## src/rtl/sxg_pkg.sv

```systemverilog
package sxg_pkg;

    typedef enum logic [1:0] {
        CLS_NORMAL = 2'b00,
        CLS_ENTER  = 2'b01,
        CLS_EXIT   = 2'b10,
        CLS_PRIV   = 2'b11
    } sxg_cls_e;

    typedef enum logic [1:0] {
        CAUSE_NONE      = 2'b00,
        CAUSE_BAD_ENTER = 2'b01,
        CAUSE_NO_ELEV   = 2'b10,
        CAUSE_LEFT_PAGE = 2'b11
    } sxg_cause_e;

    typedef struct packed {
        logic       elev;
        logic       fault;
        sxg_cause_e cause;
    } sxg_state_t;

endpackage

```

## src/rtl/sxg_check.sv

```systemverilog
module sxg_check
    import sxg_pkg::*;
(
    input  logic       vld,
    input  logic       sup,
    input  logic       sx_page,
    input  sxg_cls_e   cls,
    input  logic       elev_q,
    output sxg_cause_e cause,
    output logic       elev_set,
    output logic       elev_clr
);

    always_comb begin
        cause    = CAUSE_NONE;
        elev_set = 1'b0;
        elev_clr = 1'b0;
        if (vld && !sup) begin
            if (elev_q && !sx_page) begin
                cause    = CAUSE_LEFT_PAGE;
                elev_clr = 1'b1;
            end else begin
                unique case (cls)
                    CLS_ENTER: begin
                        if (sx_page) elev_set = 1'b1;
                        else         cause    = CAUSE_BAD_ENTER;
                    end
                    CLS_EXIT:  elev_clr = 1'b1;
                    CLS_PRIV:  if (!elev_q) cause = CAUSE_NO_ELEV;
                    default:   ;
                endcase
            end
        end
    end

endmodule

```

## src/rtl/sxg_regs.sv

```systemverilog
module sxg_regs
    import sxg_pkg::*;
(
    input  logic       clk,
    input  logic       rst_n,
    input  logic       trap,
    input  sxg_cause_e cause,
    input  logic       elev_set,
    input  logic       elev_clr,
    output sxg_state_t state_q
);

    sxg_state_t state_d;

    always_comb begin
        state_d       = state_q;
        state_d.cause = cause;
        state_d.fault = (cause != CAUSE_NONE);
        if (elev_set) state_d.elev = 1'b1;
        if (elev_clr || state_d.fault || trap) state_d.elev = 1'b0;
    end

    always_ff @(posedge clk or negedge rst_n) begin
        if (!rst_n) begin
            state_q <= '{elev: 1'b0, fault: 1'b0, cause: CAUSE_NONE};
        end else begin
            state_q <= state_d;
        end
    end

endmodule

```

## src/rtl/sx_priv_gate.sv

```systemverilog
module sx_priv_gate
    import sxg_pkg::*;
(
    input  logic       clk,
    input  logic       rst_n,
    input  logic       ret_vld,
    input  logic [1:0] ret_cls,
    input  logic       ret_sx_page,
    input  logic       sup_mode,
    input  logic       trap_take,
    output logic       elev_o,
    output logic       fault_o,
    output logic [1:0] fault_cause_o
);

    sxg_cause_e cause_w;
    logic       set_w;
    logic       clr_w;
    sxg_state_t st_q;

    sxg_check u_check (
        .vld      (ret_vld),
        .sup      (sup_mode),
        .sx_page  (ret_sx_page),
        .cls      (sxg_cls_e'(ret_cls)),
        .elev_q   (st_q.elev),
        .cause    (cause_w),
        .elev_set (set_w),
        .elev_clr (clr_w)
    );

    sxg_regs u_regs (
        .clk      (clk),
        .rst_n    (rst_n),
        .trap     (trap_take),
        .cause    (cause_w),
        .elev_set (set_w),
        .elev_clr (clr_w),
        .state_q  (st_q)
    );

    assign elev_o        = st_q.elev;
    assign fault_o       = st_q.fault;
    assign fault_cause_o = st_q.cause;

endmodule

```

## config.mk

```make
export PLATFORM = sky130hd
export DESIGN_NAME = sx_priv_gate
export DESIGN_NICKNAME = d
export VERILOG_FILES = /design/src/rtl/sxg_pkg.sv /design/src/rtl/sxg_check.sv /design/src/rtl/sxg_regs.sv /design/src/rtl/sx_priv_gate.sv
export SDC_FILE = /design/constraint.sdc
export NUM_CORES = 1
export LEC_CHECK = 0
export BUFFER_PORTS_ARGS = -buffer_cell sky130_fd_sc_hd__buf_2
export CAP_MARGIN = 25
export CORE_AREA = 2 2 39 41
export DETAILED_ROUTE_END_ITERATION = 12
export DIE_AREA = 0 0 41 43
export GPL_TIMING_DRIVEN = 1
export SKIP_CTS_REPAIR_TIMING = 1
export SKIP_LAST_GASP = 1
export SLEW_MARGIN = 20
export SYNTH_ARGS = -nofsm -noshare
export SYNTH_HDL_FRONTEND = slang
export SYNTH_HIERARCHICAL = 1
export SYNTH_SLANG_ARGS = --single-unit
export TNS_END_PERCENT = 100
```

## constraint.sdc

```tcl
create_clock -name clk -period 1 [get_ports clk]
set_input_delay 0.3 -clock clk [delete_from_list [all_inputs] [get_ports clk]]
set_output_delay 0.3 -clock clk [all_outputs]
set_load 0.02 [all_outputs]
```

==> results.tsv, run 1 <==
metric	value	unit
status	finished, violations left	
violated checks	setup timing	
buffers added on ports	11	
number of warnings issued by yosys	6	
fraction of the mapped netlist area in simple logic gates	37.3	%
hold violation count in the final report	0	
number of fill cells	153	
count leader, synth	dfrtp_1	
Pwr Total	0.459	mW
Die Area	0.00176	sq mm
number of maximum-capacitance constraint violations	0	
Ports	12	
Seq/Total Area, Yosys	48.2	%
fmax	832	MHz
critical path's most frequent cell	buf_6	
fraction of synthesized cell area taken by the top area cell type	48.2	%
chip width	41	um
accumulated negative setup slack	-0.416	ns
final instance count without filler cells	54	
final weighted congestion of routability-driven global placement	0.716	
placed cell count	48	
final worst clock skew	0.00373	ns
Total Routed Length	425	um
clock-pin slew reported for the worst setup and hold paths after clock tree synthesis	0.04	ns
top flop regs	u_regs/state_q: 4 flops	
via-per-instance ratio	3.70	
Largest register FFs	4	
Max stage delay on crit path	0.42	ns
static leakage power	0.186	nW
GRT overflow	0	
setup-violating endpoint count in the final report	5	
xor/xnor share of the synthesized area	0	%
Starting DRT DRC Count	4	
category of the critical setup timing path	reg -> out	
highest net fanout along the worst path	4	
Core Box Area	0.00138	sq mm
share of synthesized area spent on multiplexers	0	%
cell with the largest stage delay on the worst path	dfrtp_2	
Skew-Pair Late Insertion Delay	0.23	ns
arrival time of data at the critical path endpoint	0.90	ns
number of enable flip-flop cells after synthesis	0	
dominant combinational cell family by area after synthesis	simple AND/OR/NAND/NOR gates	
CTS buffer count	3	
worst min-delay path class	in -> reg	
largest area contributor in the netlist	dfrtp_1	
Total GRT Usage	6.24	%
remaining max-slew budget at the tightest pin	83.6	%
layout net count	47	
multi-input combinational cell area	113	sq um
maximum number of pins on one net before global-route repair	5	
Post-Synth Adder-Cell Area	0	%
required time of the worst setup path	0.70	ns
post-synthesis average cell area	11.5	sq um
ratio of final minimum period to clock period	120	%
fraction of registers with async set or reset after synthesis	100	%
Final Max Slew Viols	0	
element type at the critical path start	register	
setup repair after global routing missed its margin	true	
distinct cell type count of the synthesized netlist	11	
Vert. Die Dim	43	um
CP Capture Type	output pin	
area growth from synthesis to layout	88.6	%
syn_nets	26	
sinks on the clock net	4	
Layout Cell Area excl Fill	392	sq um
Final Worst Setup Slack	-0.201	ns
initial antenna violation count	0	
Register Area	101	sq um
post-placement setup slack	-0.164	ns
FF+latch count, synth	4	
layout cells sized above 1	65.8	%
Netlist Area Pre-Place	208	sq um
effective utilization at floorplan	15.0	%
final critical path time including I/O delays and setup	1.20	ns
number of core rows	14	
hold slack final	0.240	ns
most frequent cells after synthesis	dfrtp_1 (4), a21oi_1 (2), inv_1 (2), nand2b_1 (2), nand2b_4 (2)	
maximum level of the CTS H-tree	1	
placed wire-length estimate	370	um
cells taking the most area after synthesis	dfrtp_1 (48%), nand2b_4 (13%), a211oi_2 (6.0%)	
dpl cell area	307	sq um
iteration count of the initial detailed-routing pass	2	
maximum vdd ir drop	384	uV
number of antenna repair diodes	0	
Max clock buf depth	2	
actual transition at the worst max-transition pin	0.247	ns
first-pass GRT wire length	683	um
post-synthesis instance total	18	
critical path, cell by cell	buf_6 -> buf_6	
number of global-route vias before repair	189	
routed vias	200	
TritonCTS clock tree	done	
utilization after layout	28.3	%
root buffer selected by CTS	clkbuf_4	
post-route antenna net violation count	0	
register with the highest flop count	u_regs/state_q	
drt wl/cell	7.87	um
total power density per cell area	1170	mW/mm^2
fraction of the mapped netlist area in compound gates	10.8	%
most common flop cell mapped by yosys	dfrtp_1	
DRC violations left	0	
[power by group]
| part | internal (mW) | total (mW) | switching (mW) |
|---|---|---|---|
| Sequential | 0.167 | 0.170 | 0.00254 |
| Combinational | 0.0397 | 0.0722 | 0.0326 |
| Clock | 0.150 | 0.217 | 0.0669 |
[metal layers]
metal  GRT usage (%)  part of all wire (%)
met2            8.13                    49
met1            6.49                    39
met5               0                     0
met4            8.00                   3.8
met3            2.09                   8.7
[path summary, 6_finish.rpt]
kind | cells past startpoint | to | slack (ns) | start
hold / removal | 2 | u_regs/state_q[3] | 0.24 | trap_take
min in group asynchronous | 2 | u_regs/state_q[2] | 0.39 | rst_n
hold reg to reg | 3 | u_regs/state_q[0] | 0.73 | u_regs/state_q[3]
setup / recovery | 2 | elev_o | -0.20 | u_regs/state_q[3]
max in group asynchronous | 2 | u_regs/state_q[3] | 0.48 | rst_n
setup reg to reg | 4 | u_regs/state_q[3] | -0.15 | u_regs/state_q[3]
[logic make-up after synthesis]
| kind of cell | Yosys count |
|---|---|
| AO/OA/AOI/OAI | 3 |
| AND/OR/NAND/NOR | 9 |
| buffers and inverters | 2 |
| flip-flops | 4 |
[critical path, delay by kind of cell, from the launching register on]
kind     cells  cell delay (ns)
buf+inv      2             0.24
flops        1             0.42
[cells in the final DEF, fill, tap and decap left out]
cell type / synthesis / final
dfrtp_2: 0 / 1
nand2b_4: 2 / 2
a21oi_1: 2 / 1
nor3_1: 1 / 1
clkbuf_4: 0 / 3
nand3b_1: 1 / 1
a211oi_2: 1 / 1
nor4_4: 0 / 1
buf_4: 0 / 3
buf_2: 0 / 7
inv_1: 2 / 2
a21oi_2: 0 / 1
clkbuf_1: 0 / 1
nand2b_1: 2 / 2
buf_6: 0 / 5
or2_4: 1 / 1
dfrtp_1: 4 / 3
nor2_1: 1 / 1
dlygate4sd3_1: 0 / 1
[area by class of cell]
cell class	instances	area share, %
multi-input combinational	12	28.8
tap	16	5.11
sequential	4	25.9
clock buffer	4	6.71
inverter	2	1.92
timing repair buffer	16	31.6
(Power assumes the default switching activity.)
==> run 2, diff against run 1 <==
--- a/config.mk
+++ b/config.mk
@@ -5,11 +5,11 @@
 export SDC_FILE = /design/constraint.sdc
 export NUM_CORES = 1
 export LEC_CHECK = 0
-export BUFFER_PORTS_ARGS = -buffer_cell sky130_fd_sc_hd__buf_2
 export CAP_MARGIN = 25
 export CORE_AREA = 2 2 39 41
 export DETAILED_ROUTE_END_ITERATION = 12
 export DIE_AREA = 0 0 41 43
+export DONT_BUFFER_PORTS = 1
 export GPL_TIMING_DRIVEN = 1
 export SKIP_CTS_REPAIR_TIMING = 1
 export SKIP_LAST_GASP = 1
==> run 2 against run 1 <==
  * The flow still finishes with violations (setup timing)
  * Critical path type is now reg -> reg
  * Fmax rose by 4.3%
  * Utilization fell by 6.6 points
  * Routed wire length fell by 3.1%
  * Largest power group unchanged
==> results.tsv, run 2 (synthesized netlist as in run 1, its figures left out) <==
metric	value	unit
combinational fraction of design power	8.6	%
static leakage power	0.126	nW
layout cells sized above 1	50.0	%
Largest register FFs	4	
final critical path time including I/O delays and setup	1.15	ns
CP Buf/Inv Count	0	
Net Sw Frac	21.2	%
register with the highest flop count	u_regs/state_q	
number of maximum-capacitance constraint violations	0	
first-pass GRT wire length	669	um
number of core rows	14	
Pwr Total	0.429	mW
number of antenna repair diodes	0	
gate family responsible for the most delay along the worst path	simple AND/OR/NAND/NOR gates	
Layout Cell Area excl Fill	300	sq um
Starting DRT DRC Count	2	
Total GRT Usage	6.21	%
Ports	12	
CTS buffer count	3	
final worst clock skew	0.00660	ns
Final Worst Setup Slack	-0.152	ns
area growth from synthesis to layout	44.6	%
final weighted congestion of routability-driven global placement	0.645	
violated checks	setup timing	
commonest cells after routing, fill and taps aside	clkbuf_4 (3), buf_4 (3), dfrtp_1 (3)	
global routing met2 resource utilization	6.88	%
hold violation count in the final report	0	
fmax	868	MHz
maximum level of the CTS H-tree	1	
DRC violations left	0	
GRT overflow	0	
highest-utilization routing layer at the global route stage	met4	
maximum number of pins on one net before global-route repair	6	
actual transition at the worst max-transition pin	0.234	ns
GR met1 Demand/Resource	7.99	%
highest net fanout along the worst path	5	
GR Layer Usage met3	1.57	%
category of the critical setup timing path	reg -> reg	
effective utilization at floorplan	15.0	%
setup-violating endpoint count in the final report	2	
placed cell count	37	
CP Capture Type	register	
critical path, cell by cell	nand2b_1 -> a21oi_2 -> or2_4 -> nor4_4	
total power density per cell area	1430	mW/mm^2
post-placement setup slack	-0.161	ns
switching power of the nets	0.0908	mW
Final Max Slew Viols	0	
final instance count without filler cells	42	
sinks on the clock net	4	
number of global-route vias before repair	175	
placed wire-length estimate	341	um
via-per-instance ratio	3.74	
ratio of final minimum period to clock period	115	%
required time of the worst setup path	1.14	ns
Total Routed Length	412	um
TritonCTS clock tree	done	
drt wl/cell	9.81	um
initial antenna violation count	0	
iteration count of the initial detailed-routing pass	2	
worst min-delay path class	in -> reg	
layout net count	35	
setup repair after global routing missed its margin	true	
arrival time of data at the critical path endpoint	1.29	ns
maximum vdd ir drop	299	uV
dpl cell area	251	sq um
Core Box Area	0.00138	sq mm
top flop regs	u_regs/state_q: 4 flops	
Max clock buf depth	2	
chip width	41	um
internal power	0.338	mW
Vert. Die Dim	43	um
cell with the largest stage delay on the worst path	dfrtp_2	
element type at the critical path start	register	
clock-pin slew reported for the worst setup and hold paths after clock tree synthesis	0.04	ns
buffers added on ports	0	
root buffer selected by CTS	clkbuf_4	
Max stage delay on crit path	0.42	ns
Die Area	0.00176	sq mm
reg-to-reg slack, setup	-0.15	ns
portion of total power attributed to the clock network	50.8	%
status	finished, violations left	
routed vias	157	
hold slack final	0.118	ns
number of fill cells	157	
power share of the sequential group	40.6	%
remaining max-slew budget at the tightest pin	84.4	%
Skew-Pair Late Insertion Delay	0.23	ns
post-route antenna net violation count	0	
-- run 2: cell types whose count changed in the layout (fill, tap and decap cells not counted) --
cell	change
buf_2	-7
buf_6	-5
-- run 2: metrics by stage --
step / utilization (%) / TNS [ns]
floorplan: - / -0.146
global placement: 18.2 / -0.135
detailed placement: 18.2 / -0.171
CTS: 20.1 / -0.355
global route: 21.7 / -0.465
finish: 21.7 / -0.276
-- run 2: final cells by class --
type	count	area [sq um]	area share, %
multi-input cells	12	113	37.5
flip-flops and latches	4	101	33.7
repair buffers	4	32.5	10.8
inverters	2	7.51	2.50
well taps	16	20.0	6.67
clock buffers	4	26.3	8.75
-- run 2: final timing paths --
kind | start | endpoint | cells past startpoint
max | u_regs/state_q[3] | u_regs/state_q[3] | 4
min | trap_take | u_regs/state_q[3] | 1
max reg2reg | u_regs/state_q[3] | u_regs/state_q[3] | 4
min reg2reg | u_regs/state_q[3] | u_regs/state_q[0] | 2
max in group asynchronous | rst_n | u_regs/state_q[3] | 1
min in group asynchronous | rst_n | u_regs/state_q[0] | 1
-- run 2: per-layer routing --
layer  up-vias  routed length [um]
met5         -                   0
met4         0                   0
met3         0                  40
met2         9                 207
met1        72                 164
li1         76                   -
-- run 2: power groups by stage --
| stage | sequential [mW] | clock [mW] | combinational, mW |
|---|---|---|---|
| after floorplan | 0.177 | 0 | 0.0221 |
| after global placement | 0.176 | 0 | 0.0283 |
| after detailed placement | 0.176 | 0 | 0.0286 |
| after CTS | 0.174 | 0.232 | 0.0286 |
| after global routing | 0.175 | 0.243 | 0.0417 |
| final | 0.174 | 0.218 | 0.0369 |
